`config.mk`:
```
export PLATFORM = sky130hd
export DESIGN_NAME = ramp_delay_counter
export DESIGN_NICKNAME = d
export VERILOG_FILES = /design/src/rtl/ramp_delay_counter.sv
export SDC_FILE = /design/constraint.sdc
export NUM_CORES = 1
export LEC_CHECK = 0
export BUFFER_PORTS_ARGS = -buffer_cell sky130_fd_sc_hd__buf_2
export CAP_MARGIN = 20
export CORE_MARGIN = 2
export CORE_UTILIZATION = 49
export CTS_CLUSTER_DIAMETER = 60
export DETAILED_ROUTE_END_ITERATION = 8
export PLACE_DENSITY_LB_ADDON = 0.1
export SLEW_MARGIN = 20
export SYNTH_ARGS = -nofsm -noshare
export SYNTH_HDL_FRONTEND = slang
export SYNTH_SLANG_ARGS = --single-unit
```
`constraint.sdc`:
```
create_clock -name clk -period 2.9 [get_ports clk]
set_input_delay 0.29 -clock clk [delete_from_list [all_inputs] [get_ports clk]]
set_output_delay 0.29 -clock clk [all_outputs]
set_load 0.01 [all_outputs]
```
`src/rtl/ramp_delay_counter.sv`:
```
module ramp_delay_counter #(
  parameter int WIDTH = 16
) (
  input  logic             clk,
  input  logic             rst_n,
  input  logic             sync_in,
  input  logic             shadow_we,
  input  logic [WIDTH-1:0] shadow_wdata,
  output logic [WIDTH-1:0] shadow_q,
  output logic [WIDTH-1:0] count_q,
  output logic             at_zero
);

  localparam logic [WIDTH-1:0] ZERO = '0;
  localparam logic [WIDTH-1:0] ONE  = {{(WIDTH-1){1'b0}}, 1'b1};

  logic             sync_q;
  logic             reload;
  logic [WIDTH-1:0] shadow_r;
  logic [WIDTH-1:0] count_r;
  logic [WIDTH-1:0] count_nxt;

  assign reload  = sync_in & ~sync_q;
  assign at_zero = (count_r == ZERO);

  always_comb begin
    if (reload)       count_nxt = shadow_r;
    else if (at_zero) count_nxt = ZERO;
    else              count_nxt = count_r - ONE;
  end

  always_ff @(posedge clk or negedge rst_n) begin
    if (!rst_n) begin
      sync_q   <= 1'b0;
      shadow_r <= ZERO;
      count_r  <= ZERO;
    end else begin
      sync_q  <= sync_in;
      count_r <= count_nxt;
      if (shadow_we) shadow_r <= shadow_wdata;
    end
  end

  assign shadow_q = shadow_r;
  assign count_q  = count_r;

endmodule


```
After elaboration in Yosys (flattened, before gate mapping)
Index checks and enable logic that the tools add are counted.
Widths: inputs -> output; s select.

word-level totals
  register bits after elaboration = 33
  output and inout bits = 33
  input port bits = 20
  logic and storage cells = 9

cells by class
  multiplexer cells = 2
  reductions and logical operators = 1
  add/sub/neg operators = 1
  bitwise gates (word level) = 2

operators with widths
  operator               count
  $mux 16                2
  $logic_not 16->1       1
  $sub 16x1->16 const B  1
  $and 1x1->1            1
  $not 1->1              1

Depth between registers and ports, before layout
  depth in word-level cells = 3
  depth in mapped cells = 8
  depth with buffers taken out = 7

Worst setup path before layout
OpenSTA, ideal clock, no wires.

  path kind = reg2reg
  start = register count_r[0], in the netlist count_q[0]
  end = register count_r[10], in the netlist count_q[10]
  arrival = 1.915 ns
  buffers on the path = 2
  stages on the path, launching flop included = 9
  data required time = 2.758 ns
  library setup time = 0.142 ns
  clock period less this slack = 2.057 ns
  setup slack = 0.843 ns
  path through = dfrtp_1 -> inv_1 -> ha_1 -> or3b_2 -> clkbuf_1 -> and4bb_1 -> and3_1 -> buf_2 -> a211oi_1

on the way
  longest elaborated chain between the ends = 3
  elaborated cells on any way between the ends = 4
  those cells by class = add/sub (1); mux (2); reduce/logical (1)

ends and longest elaborated chain
  element                                                   RTL line  RTL
  start: declaration                                        20        logic [WIDTH-1:0] count_r;
  start signal: assignment                                  39        count_r <= count_nxt;
  $sub 16x1->16 / $logic_not 16->1 (equally long branches)  29, 24
  $mux 16 (*)                                               28        else if (at_zero) count_nxt = ZERO;
  $mux 16 (*)                                               27        if (reload) count_nxt = shadow_r;
  net count_nxt[10]                                         21        logic [WIDTH-1:0] count_nxt;

The timed path passes the listed nets; every way through them passes the cells marked *.
A chain may end at the register's enable or synchronous reset.

Final worst setup path
  start = register count_r[0], in the netlist count_q[0]
  end = output at_zero

on the way
  longest elaborated chain between the ends = 1

ends and longest elaborated chain
  element           RTL line  RTL
  $logic_not 16->1  24        assign at_zero = (count_r == ZERO);
  end: declaration  11        output logic at_zero

No other way between the ends.

==> impl_metrics.tcl <==
set metrics [dict create \
    post_synth_num_cell_types 31 \
    cts_buffers 5 \
    diodes 0 \
    nets 209 \
    setup.worst_path.end "at_zero" \
    ys_ff_latch 33 \
    globalRoute.totalOverflow 0 \
    worstSetupStartpointType "flop" \
    clkSlewWorstSetupHoldPaths_ns 0.11 \
    crit_path_end_kind "output pin" \
    grt_max_degree 34 \
    vias 1200 \
    final_layout_size_suffix_gt1_frac 0.423 \
    cp.arrival_ns 2.23 \
    status "complete, but fails checks" \
    violations "hold timing" \
    max_slew_margin 0.510 \
    synth_top_area_share 0.546 \
    hold-worst-slack_ns -0.00302 \
    synth_top_family_by_area "simple AND/OR/NAND/NOR gates" \
    final_period_minus_worst_setup_slack_ns 2.52 \
    coreArea_sq_mm 0.00300 \
    placement_rows 20 \
    grt_usage 0.206 \
    powerDensity_mw_per_mm2 689 \
    placement.io_buffers 52 \
    adder_cell_fraction_of_synth_area 0.00828 \
    gp_congestion 0.888 \
    cts_buffer_depth 2 \
    post_layout_nonfiller_instances 222 \
    ys_async_sr_fraction 1.00 \
    antenna_found_initial 0 \
    cts_tree "yes" \
    worst_ir_drop_vdd_mv 0.365 \
    drv.max_cap_violation_count 0 \
    ys_dominant_reg_cell "sky130_fd_sc_hd__dfrtp_1" \
    worst_hold_path_type "in2async" \
    max_freq_mhz 398 \
    drc_errors 0 \
    seqCellArea_sq_um 826 \
    filler_cell_count 265 \
    drtIter0Drc 44 \
    syn-mean-instance-area_sq_um 11.1 \
    grt_setup_unrepaired "false" \
    leakagePower_nw 0.856 \
    post-route-util 0.618 \
    setup.worst_path.class "reg2out" \
    timing.final.crit_share 0.867 \
    synth_edf_count 0 \
    placedCellCount 214 \
    timing.reg2reg.setup_slack_ns 0.70 \
    number_of_global_route_vias_before_repair 1205 \
    netlist_top_cells_area "sky130_fd_sc_hd__dfrtp_1 (55%), sky130_fd_sc_hd__mux2_2 (12%), sky130_fd_sc_hd__nor2_1 (4.0%)" \
    synth.cell_area_sq_mm 0.00151 \
    synth_mux_area_frac 0.126 \
    postCtsSetupRepairBufs 0 \
    die_area_sq_mm 0.00355 \
    clock_insertion_delay_worst_skew_ns 0.34 \
    routed_wirelength_mm 3.25 \
    synth_fp_nets 157 \
    die_h_um 59.5 \
    tns_ns 0 \
    yosys_warnings 0 \
    synth_xor_area_frac 0.0522 \
    top_level_ports 53 \
    post-synth-top-area-cell "sky130_fd_sc_hd__dfrtp_1" \
    cts.sinks 33 \
    synthCells 136 \
    synthesis_to_finish_area_growth_pct 22.8 \
    cp_max_fo 5 \
    reg2reg_to "count_q[9]" \
    initial_utilization 0.503 \
    place_hpwl_mm 2.36 \
    timing.final.max_slew_violations 0 \
    synth.yosys.seq_area_share 0.546 \
    first_pass_iters 4 \
    post_drt_via_cell_ratio 5.41 \
    die_x_um 59.5 \
    clk_root_buffer_cell "sky130_fd_sc_hd__clkbuf_4" \
    timing_hold_violations_final 8 \
    ff2ff_path_depth 6 \
    critical_path.reg2reg.startpoint "count_q[0]" \
    post_drt_wl_per_cell_um 14.6 \
    area_of_the_multi_input_gates_sq_um 647 \
    cp_data_required_time_ns 2.61 \
    timing.critical_path.from "count_q[0]" \
    finalClockSkew_ns 0.0139 \
    report.final.setup_viol 0 \
    holdBufCountCts 0 \
    h_tree_depth 2 \
    timing_worst_slew_pin_value_ns 0.734 \
    grt_pass1_wl_mm 5.42 \
    simple_gate_share_of_the_synthesized_area 0.161 \
    synth_compound_area_frac 0.0811 \
    ant_nets 0 \
    cts_repair_resize_count 0 \
]
-- placed cells by master, fill, tap and decap left out, types with 4 or more instances in the layout --
| master | synthesis | final |
|---|---|---|
| sky130_fd_sc_hd__clkbuf_4 | 0 | 5 |
| sky130_fd_sc_hd__nand2_1 | 10 | 10 |
| sky130_fd_sc_hd__buf_2 | 1 | 52 |
| sky130_fd_sc_hd__nor3_1 | 8 | 8 |
| sky130_fd_sc_hd__mux2_2 | 16 | 16 |
| sky130_fd_sc_hd__xnor2_1 | 5 | 5 |
| sky130_fd_sc_hd__xor2_1 | 4 | 4 |
| sky130_fd_sc_hd__nor2_1 | 16 | 16 |
| sky130_fd_sc_hd__o21ai_0 | 6 | 6 |
| sky130_fd_sc_hd__dfrtp_1 | 33 | 33 |
| sky130_fd_sc_hd__a211oi_1 | 6 | 6 |
-- report_power, final --
group | total [mW] | switching, mW | internal, mW
clock network | 0.297 | 0.156 | 0.140
registers | 0.642 | 0.0974 | 0.545
logic | 0.340 | 0.170 | 0.170
total | 1.28 | 0.424 | 0.855
-- synthesized netlist by cell type (all sizes together), types with 2 or more instances --
cell and n:
a21oi 2, xnor2 5, inv 3, or4 3, clkbuf 6, nand2 10, nor3 8, a31oi 2
o21ai 6, mux2 16, nor2 16, xor2 4, dfrtp 33, a211oi 6
-- sequential cells by signal (all words and copies together), names as in the netlist --
| signal | count |
|---|---|
| count_q | 16 |
| shadow_q | 16 |
| sync_q | 1 |
-- worst max-delay path, stage by stage, from the launching register on --
cell                       delay, ns
sky130_fd_sc_hd__dfrtp_1        0.44
sky130_fd_sc_hd__inv_1          0.08
sky130_fd_sc_hd__ha_1           0.16
sky130_fd_sc_hd__or3b_2         0.52
sky130_fd_sc_hd__and4bb_1       0.38
sky130_fd_sc_hd__nand2_1        0.12
sky130_fd_sc_hd__inv_1          0.07
sky130_fd_sc_hd__buf_2          0.12
-- cell type report --
| class | count | share of cell area |
|---|---|---|
| Multi-Input combinational cell | 93 | 0.349 |
| Sequential cell | 33 | 0.445 |
| Clock inverter | 1 | 0.00270 |
| Inverter | 3 | 0.00607 |
| Clock buffer | 7 | 0.0351 |
| Tap cell | 33 | 0.0223 |
| Timing Repair Buffer | 52 | 0.140 |
-- how the worst min path moves through the flow --
stage,startpoint,to,slack [ns]
5_1_grt,rst_n,count_q[12],0.03
3_3_place_gp,rst_n,shadow_q[13],0.38
6_report,rst_n,count_q[12],-0.003
3_5_place_dp,rst_n,shadow_q[13],0.39
2_1_floorplan,rst_n,count_q[0],-0.006
4_1_cts,rst_n,count_q[12],0.02
-- routing by layer --
layer | GRT usage | vias to the layer above | part of all wire
met4 | 0.0571 | 0 | 0.0043
met2 | 0.311 | 38 | 0.49
li1 | - | 583 | -
met1 | 0.284 | 577 | 0.44
met3 | 0.0677 | 2 | 0.062
met5 | 0 | - | 0
-- metrics by stage --
stage	setup slack [ns]	total power, mW	instance area (sq um)
after global routing	0.243	1.37	1860
after CTS	0.380	1.29	1860
after global placement	0.815	0.981	1790
final	0.385	1.28	1860
after floorplan	0.843	0.841	1510
after detailed placement	0.726	0.992	1790
-- logic make-up (layout without fill, tap and decap cells) --
family                   after synthesis  in the layout
adder cells (fa/ha/maj)                1              1
AO/OA/AOI/OAI                         19             19
multiplexers                          17             17
AND/OR/NAND/NOR                       47             47
buffers and inverters                 10             63
flip-flops                            33             33
XOR/XNOR                               9              9
Power figures use the tool's default switching activity.
